<file path="src/rtl/slow2_iir_pkg.sv">
package slow2_iir_pkg;

    localparam int DATA_W    = 16;
    localparam int GUARD_W   = 1;
    localparam int OUT_W     = DATA_W + GUARD_W;
    localparam int COEF_W    = 16;
    localparam int COEF_FRAC = 14;
    localparam int SLOW_K    = 2;
    localparam int PROD_W    = OUT_W + COEF_W;
    localparam int SUM_W     = PROD_W - COEF_FRAC + 1;

    typedef logic signed [DATA_W-1:0] sample_t;
    typedef logic signed [OUT_W-1:0]  ystate_t;
    typedef logic signed [COEF_W-1:0] coef_t;
    typedef logic signed [SUM_W-1:0]  sum_t;

    localparam coef_t DEF_COEF = 16'sd12288;

    localparam sum_t SUM_MAX = sum_t'((2 ** (OUT_W - 1)) - 1);
    localparam sum_t SUM_MIN = -sum_t'(2 ** (OUT_W - 1));

    typedef struct packed {
        logic valid;
        logic chan;
    } tag_t;

    function automatic ystate_t clamp_y(input sum_t s);
        if (s > SUM_MAX)
            return ystate_t'(SUM_MAX);
        else if (s < SUM_MIN)
            return ystate_t'(SUM_MIN);
        else
            return ystate_t'(s);
    endfunction

endpackage

</file>
<file path="src/rtl/slow2_iir_scale.sv">
module slow2_iir_scale
    import slow2_iir_pkg::*;
#(
    parameter coef_t COEF = DEF_COEF
) (
    input  logic    clk,
    input  logic    rst,
    input  logic    en,
    input  ystate_t y_in,
    output sum_t    scaled_q
);
    logic signed [PROD_W-1:0] y_ext;
    logic signed [PROD_W-1:0] c_ext;
    logic signed [PROD_W-1:0] prod;
    sum_t                     scaled;

    always_comb begin
        y_ext  = PROD_W'(y_in);
        c_ext  = PROD_W'(COEF);
        prod   = y_ext * c_ext;
        scaled = sum_t'(prod >>> COEF_FRAC);
    end

    always_ff @(posedge clk) begin
        if (rst)
            scaled_q <= '0;
        else if (en)
            scaled_q <= scaled;
    end
endmodule

</file>
<file path="src/rtl/slow2_iir_delay.sv">
module slow2_iir_delay
    import slow2_iir_pkg::*;
#(
    parameter int DEPTH = 3
) (
    input  logic    clk,
    input  logic    rst,
    input  logic    en,
    input  ystate_t d_in,
    output ystate_t taps [DEPTH]
);
    genvar i;
    generate
        for (i = 0; i < DEPTH; i++) begin : g_stage
            always_ff @(posedge clk) begin
                if (rst)
                    taps[i] <= '0;
                else if (en) begin
                    if (i == 0)
                        taps[i] <= d_in;
                    else
                        taps[i] <= taps[(i == 0) ? 0 : i-1];
                end
            end
        end
    endgenerate
endmodule

</file>
<file path="src/rtl/slow2_iir_sat_add.sv">
module slow2_iir_sat_add
    import slow2_iir_pkg::*;
(
    input  sample_t x_in,
    input  sum_t    fb_in,
    output ystate_t y_out
);
    sum_t total;

    always_comb begin
        total = sum_t'(x_in) + fb_in;
        y_out = clamp_y(total);
    end
endmodule

</file>
<file path="src/rtl/stereo_slow2_iir.sv">
module stereo_slow2_iir
    import slow2_iir_pkg::*;
#(
    parameter coef_t COEF = DEF_COEF
) (
    input  logic                     clk,
    input  logic                     rst,
    input  logic                     in_valid,
    input  logic                     in_chan,
    input  logic signed [DATA_W-1:0] in_sample,
    output logic                     out_valid,
    output logic                     out_chan,
    output logic signed [OUT_W-1:0]  out_sample
);
    // Loop registers: the per-channel lag of two becomes SLOW_K*2 beats;
    // one of them is the product register, the rest form the output chain.
    localparam int LOOP_REGS = SLOW_K * 2;
    localparam int CHAIN_LEN = LOOP_REGS - 1;

    ystate_t y_next;
    ystate_t taps [CHAIN_LEN];
    sum_t    fb_q;
    tag_t    tag_q;

    slow2_iir_sat_add u_add (
        .x_in  (in_sample),
        .fb_in (fb_q),
        .y_out (y_next)
    );

    slow2_iir_delay #(.DEPTH(CHAIN_LEN)) u_chain (
        .clk  (clk),
        .rst  (rst),
        .en   (in_valid),
        .d_in (y_next),
        .taps (taps)
    );

    slow2_iir_scale #(.COEF(COEF)) u_scale (
        .clk      (clk),
        .rst      (rst),
        .en       (in_valid),
        .y_in     (taps[CHAIN_LEN-1]),
        .scaled_q (fb_q)
    );

    always_ff @(posedge clk) begin
        if (rst)
            tag_q <= '0;
        else begin
            tag_q.valid <= in_valid;
            if (in_valid)
                tag_q.chan <= in_chan;
        end
    end

    assign out_valid  = tag_q.valid;
    assign out_chan   = tag_q.chan;
    assign out_sample = taps[0];
endmodule

</file>
<file path="config.mk">
export PLATFORM = sky130hd
export DESIGN_NAME = stereo_slow2_iir
export DESIGN_NICKNAME = d
export VERILOG_FILES = /design/src/rtl/slow2_iir_pkg.sv /design/src/rtl/slow2_iir_scale.sv /design/src/rtl/slow2_iir_delay.sv /design/src/rtl/slow2_iir_sat_add.sv /design/src/rtl/stereo_slow2_iir.sv
export SDC_FILE = /design/constraint.sdc
export NUM_CORES = 1
export LEC_CHECK = 0
export CAP_MARGIN = 20
export CORE_UTILIZATION = 55
export CTS_CLUSTER_DIAMETER = 100
export CTS_CLUSTER_SIZE = 24
export DETAILED_ROUTE_END_ITERATION = 12
export DONT_BUFFER_PORTS = 1
export PLACE_DENSITY = 0.77
export SLEW_MARGIN = 10
export SYNTH_ARGS = -nofsm -noshare
export SYNTH_HDL_FRONTEND = slang
export SYNTH_SLANG_ARGS = --single-unit
</file>
<file path="constraint.sdc">
create_clock -name clk -period 9.3 [get_ports clk]
set_input_delay 1.86 -clock clk [delete_from_list [all_inputs] [get_ports clk]]
set_output_delay 1.86 -clock clk [all_outputs]
set_load 0.05 [all_outputs]
</file>
==> results.sh <==
export IMPL_run_status="complete, no violations"
export IMPL_cts_resized=0
export IMPL_hold_ws_ps=497
export IMPL_ys_seq_elements=71
export IMPL_syn_area_um2=4410
export IMPL_final_common_cell="nor2_1"
export IMPL_peakVddDrop_mv=0.0847
export IMPL_rows=32
export IMPL_vias=3274
export IMPL_worst_clock_skew_ps=11.4
export IMPL_cts_root_buf="clkbuf_8"
export IMPL_crit_fanout=14
export IMPL_yosys_top_cells_area="dfxtp_1, ha_1, mux2i_1, nor2_1, buf_4"
export IMPL_hold_path_end="u_chain.taps[9]$_SDFFE_PP0P_"
export IMPL_crit_chain="ha_1 -> fa_1 -> a211o_1 -> a2111oi_4 -> nor4_1 -> o21ai_0 -> a41oi_2 -> a31oi_1 -> a21o_1 -> a211oi_1"
export IMPL_slowest_stage="a21o_1"
export IMPL_max_freq_ghz=0.217
export IMPL_final_area_um2=4490
export IMPL_min_path_type="reg2reg"
export IMPL_ys_warnings_count=0
export IMPL_final_cell_mix="nor2_1, dfxtp_1, ha_1"
export IMPL_antenna_found_initial=0
export IMPL_ys_seq_area_frac=0.322
export IMPL_maxCapViolations=0
export IMPL_cts_sinks=71
export IMPL_synth_enable_flop_cells=0
export IMPL_drt_iter0_markers=141
export IMPL_relSlewSlack=0.538
export IMPL_yosysTopAreaCellShare=0.322
export IMPL_yosysUniqueCellTypes=59
export IMPL_antenna_left=0
export IMPL_syn_nets=542
export IMPL_post_cts_buffers=0
export IMPL_cts_hold_buf=0
export IMPL_p_per_area_nw_per_um2=148
export IMPL_initial_core_util=0.571
export IMPL_final_nets=516
export IMPL_via_per_inst=5.93
export IMPL_fin_total_pwr_mw=0.663
export IMPL_hold_path_depth=2
export IMPL_clock_latency_ps=340
export IMPL_final_period_utilization=0.495
export IMPL_synth_largest_area_cell="dfxtp_1"
export IMPL_grt_max_degree=82
export IMPL_async_reset_ff_frac=0
export IMPL_placed_cell_area_um2=4320
export IMPL_required_ps=9490
export IMPL_synthesis_instances=471
export IMPL_worst_pin_slew_ps=693
export IMPL_cts_tree="done"
export IMPL_r2r_end="u_chain.taps[49]$_SDFFE_PP0P_"
export IMPL_place_gp_congestion=0.845
export IMPL_dpl_hpwl_mm=6.62
export IMPL_setup_viol=0
export IMPL_overflow=0
export IMPL_cts_max_level=3
export IMPL_die_h_um=91.6
export IMPL_port_buffers=0
export IMPL_p_leak_nw=2.10
export IMPL_worstSetupEndpointType="flop"
export IMPL_cts_clk_slew_worst_paths_ps=80
export IMPL_grtUsageTotal=0.225
export IMPL_final_hold_violation_count=0
export IMPL_drt_first_pass_iters=4
export IMPL_routed_wl_mm=9.00
export IMPL_grt_setup_unrepaired="false"
export IMPL_grt_pass1_wl_mm=15.0
export IMPL_clockBufferDepth=2
export IMPL_die_width_um=91.6
export IMPL_reg2reg_from="u_scale.scaled_q[0]$_SDFFE_PP0P_"
export IMPL_finalCriticalPeriod_ps=4600
export IMPL_wl_per_cell_um=16.3
export IMPL_cp_data_arrival_time_ps=4800
export IMPL_min_from="u_chain.taps[26]$_SDFFE_PP0P_"
export IMPL_io_pins=39
export IMPL_die_area_um2=8390
export IMPL_avgSynthCellArea_um2=9.37
export IMPL_max_stage_delay_ps=600
export IMPL_start_kind="input pin"
export IMPL_r2r_slack_ps=5860
export IMPL_final_util=0.582
export IMPL_diodes=0
export IMPL_synth_ff_type="dfxtp_1"
export IMPL_criticalPathCategory="in2reg"
export IMPL_fin_setup_tns_ps=0
export IMPL_worst_r2r_path_depth=10
export IMPL_drv_slew=0
export IMPL_drcViolationCount=0
export IMPL_grt_pass1_vias=3110
export IMPL_cts_buffers=9
export IMPL_coreArea_um2=7730
export IMPL_area_growth_pct=1.84
export IMPL_drive_above_1_share=0.0800
==> through the flow <==
stage               setup WS [ps]  std cells
finish                       4700        552
global route                 4570        552
CTS                          4700        552
detailed placement           4340        536
global placement             4500        536
floorplan                    4870        471
==> registers in the layout, summed over array words and instances, names as in the netlist <==
register / cells
out_valid: 1
u_chain.taps: 51
u_scale.scaled_q: 18
out_chan: 1
==> how the worst max path moves through the flow <==
stage / startpoint / to / cells after the start
after CTS: in_sample[0] / u_chain.taps[49]$_SDFFE_PP0P_ / 10
after global routing: in_sample[0] / u_chain.taps[36]$_SDFFE_PP0P_ / 10
after global placement: in_sample[0] / u_chain.taps[49]$_SDFFE_PP0P_ / 10
after floorplan: in_sample[0] / u_chain.taps[39]$_SDFFE_PP0P_ / 11
after detailed placement: in_sample[0] / u_chain.taps[49]$_SDFFE_PP0P_ / 10
final: in_sample[0] / u_chain.taps[49]$_SDFFE_PP0P_ / 10
==> area by class of cell <==
cell class	instances	area (um2)
inverters	6	22.5
fillers	678	3230
clock inverters	6	45.0
multi-input cells	357	2750
well taps	102	128
clock buffers	10	128
flip-flops and latches	71	1420
==> cell families (layout without fill, tap and decap cells) <==
group	count (synthesis)	count (layout)	share of synthesized area
AO/OA/AOI/OAI	98	98	0.176
flip-flops	71	71	0.322
XOR/XNOR	27	27	0.0536
multiplexers	46	46	0.104
buffers and inverters	43	22	0.0547
AND/OR/NAND/NOR	135	135	0.141
adder cells (fa/ha/maj)	51	51	0.148
==> cell usage after synthesis (all sizes together), types with 4 or more instances <==
master  instances
nor3            8
a211oi         19
clkbuf         11
nand2           9
a21oi          18
nor2           83
xnor2          14
nor2b           4
nand2b          4
a21o           14
dfxtp          71
mux2i          46
xor2           13
o21ai          14
inv             6
ha             49
buf            26
==> critical path, delay by kind of cell <==
kind,cells,cell delay [ps]
simple gates,1,140
fa+ha+maj,2,660
compound gates,7,2140
==> power breakdown <==
part / internal (mW) / switching [mW] / leakage [nW]
clock: 0.0982 / 0.123 / 0.0793
sequential: 0.320 / 0.0442 / 0.580
combinational: 0.0369 / 0.0414 / 1.44
==> layer usage <==
metal  track usage  vias to the layer above  share of wire
li1              -                     1622              -
met1         0.305                     1583           0.49
met2         0.354                       56           0.44
met3        0.0511                       13          0.048
met4        0.0661                        0          0.019
met5             0                        -              0
(Power assumes the default switching activity.)
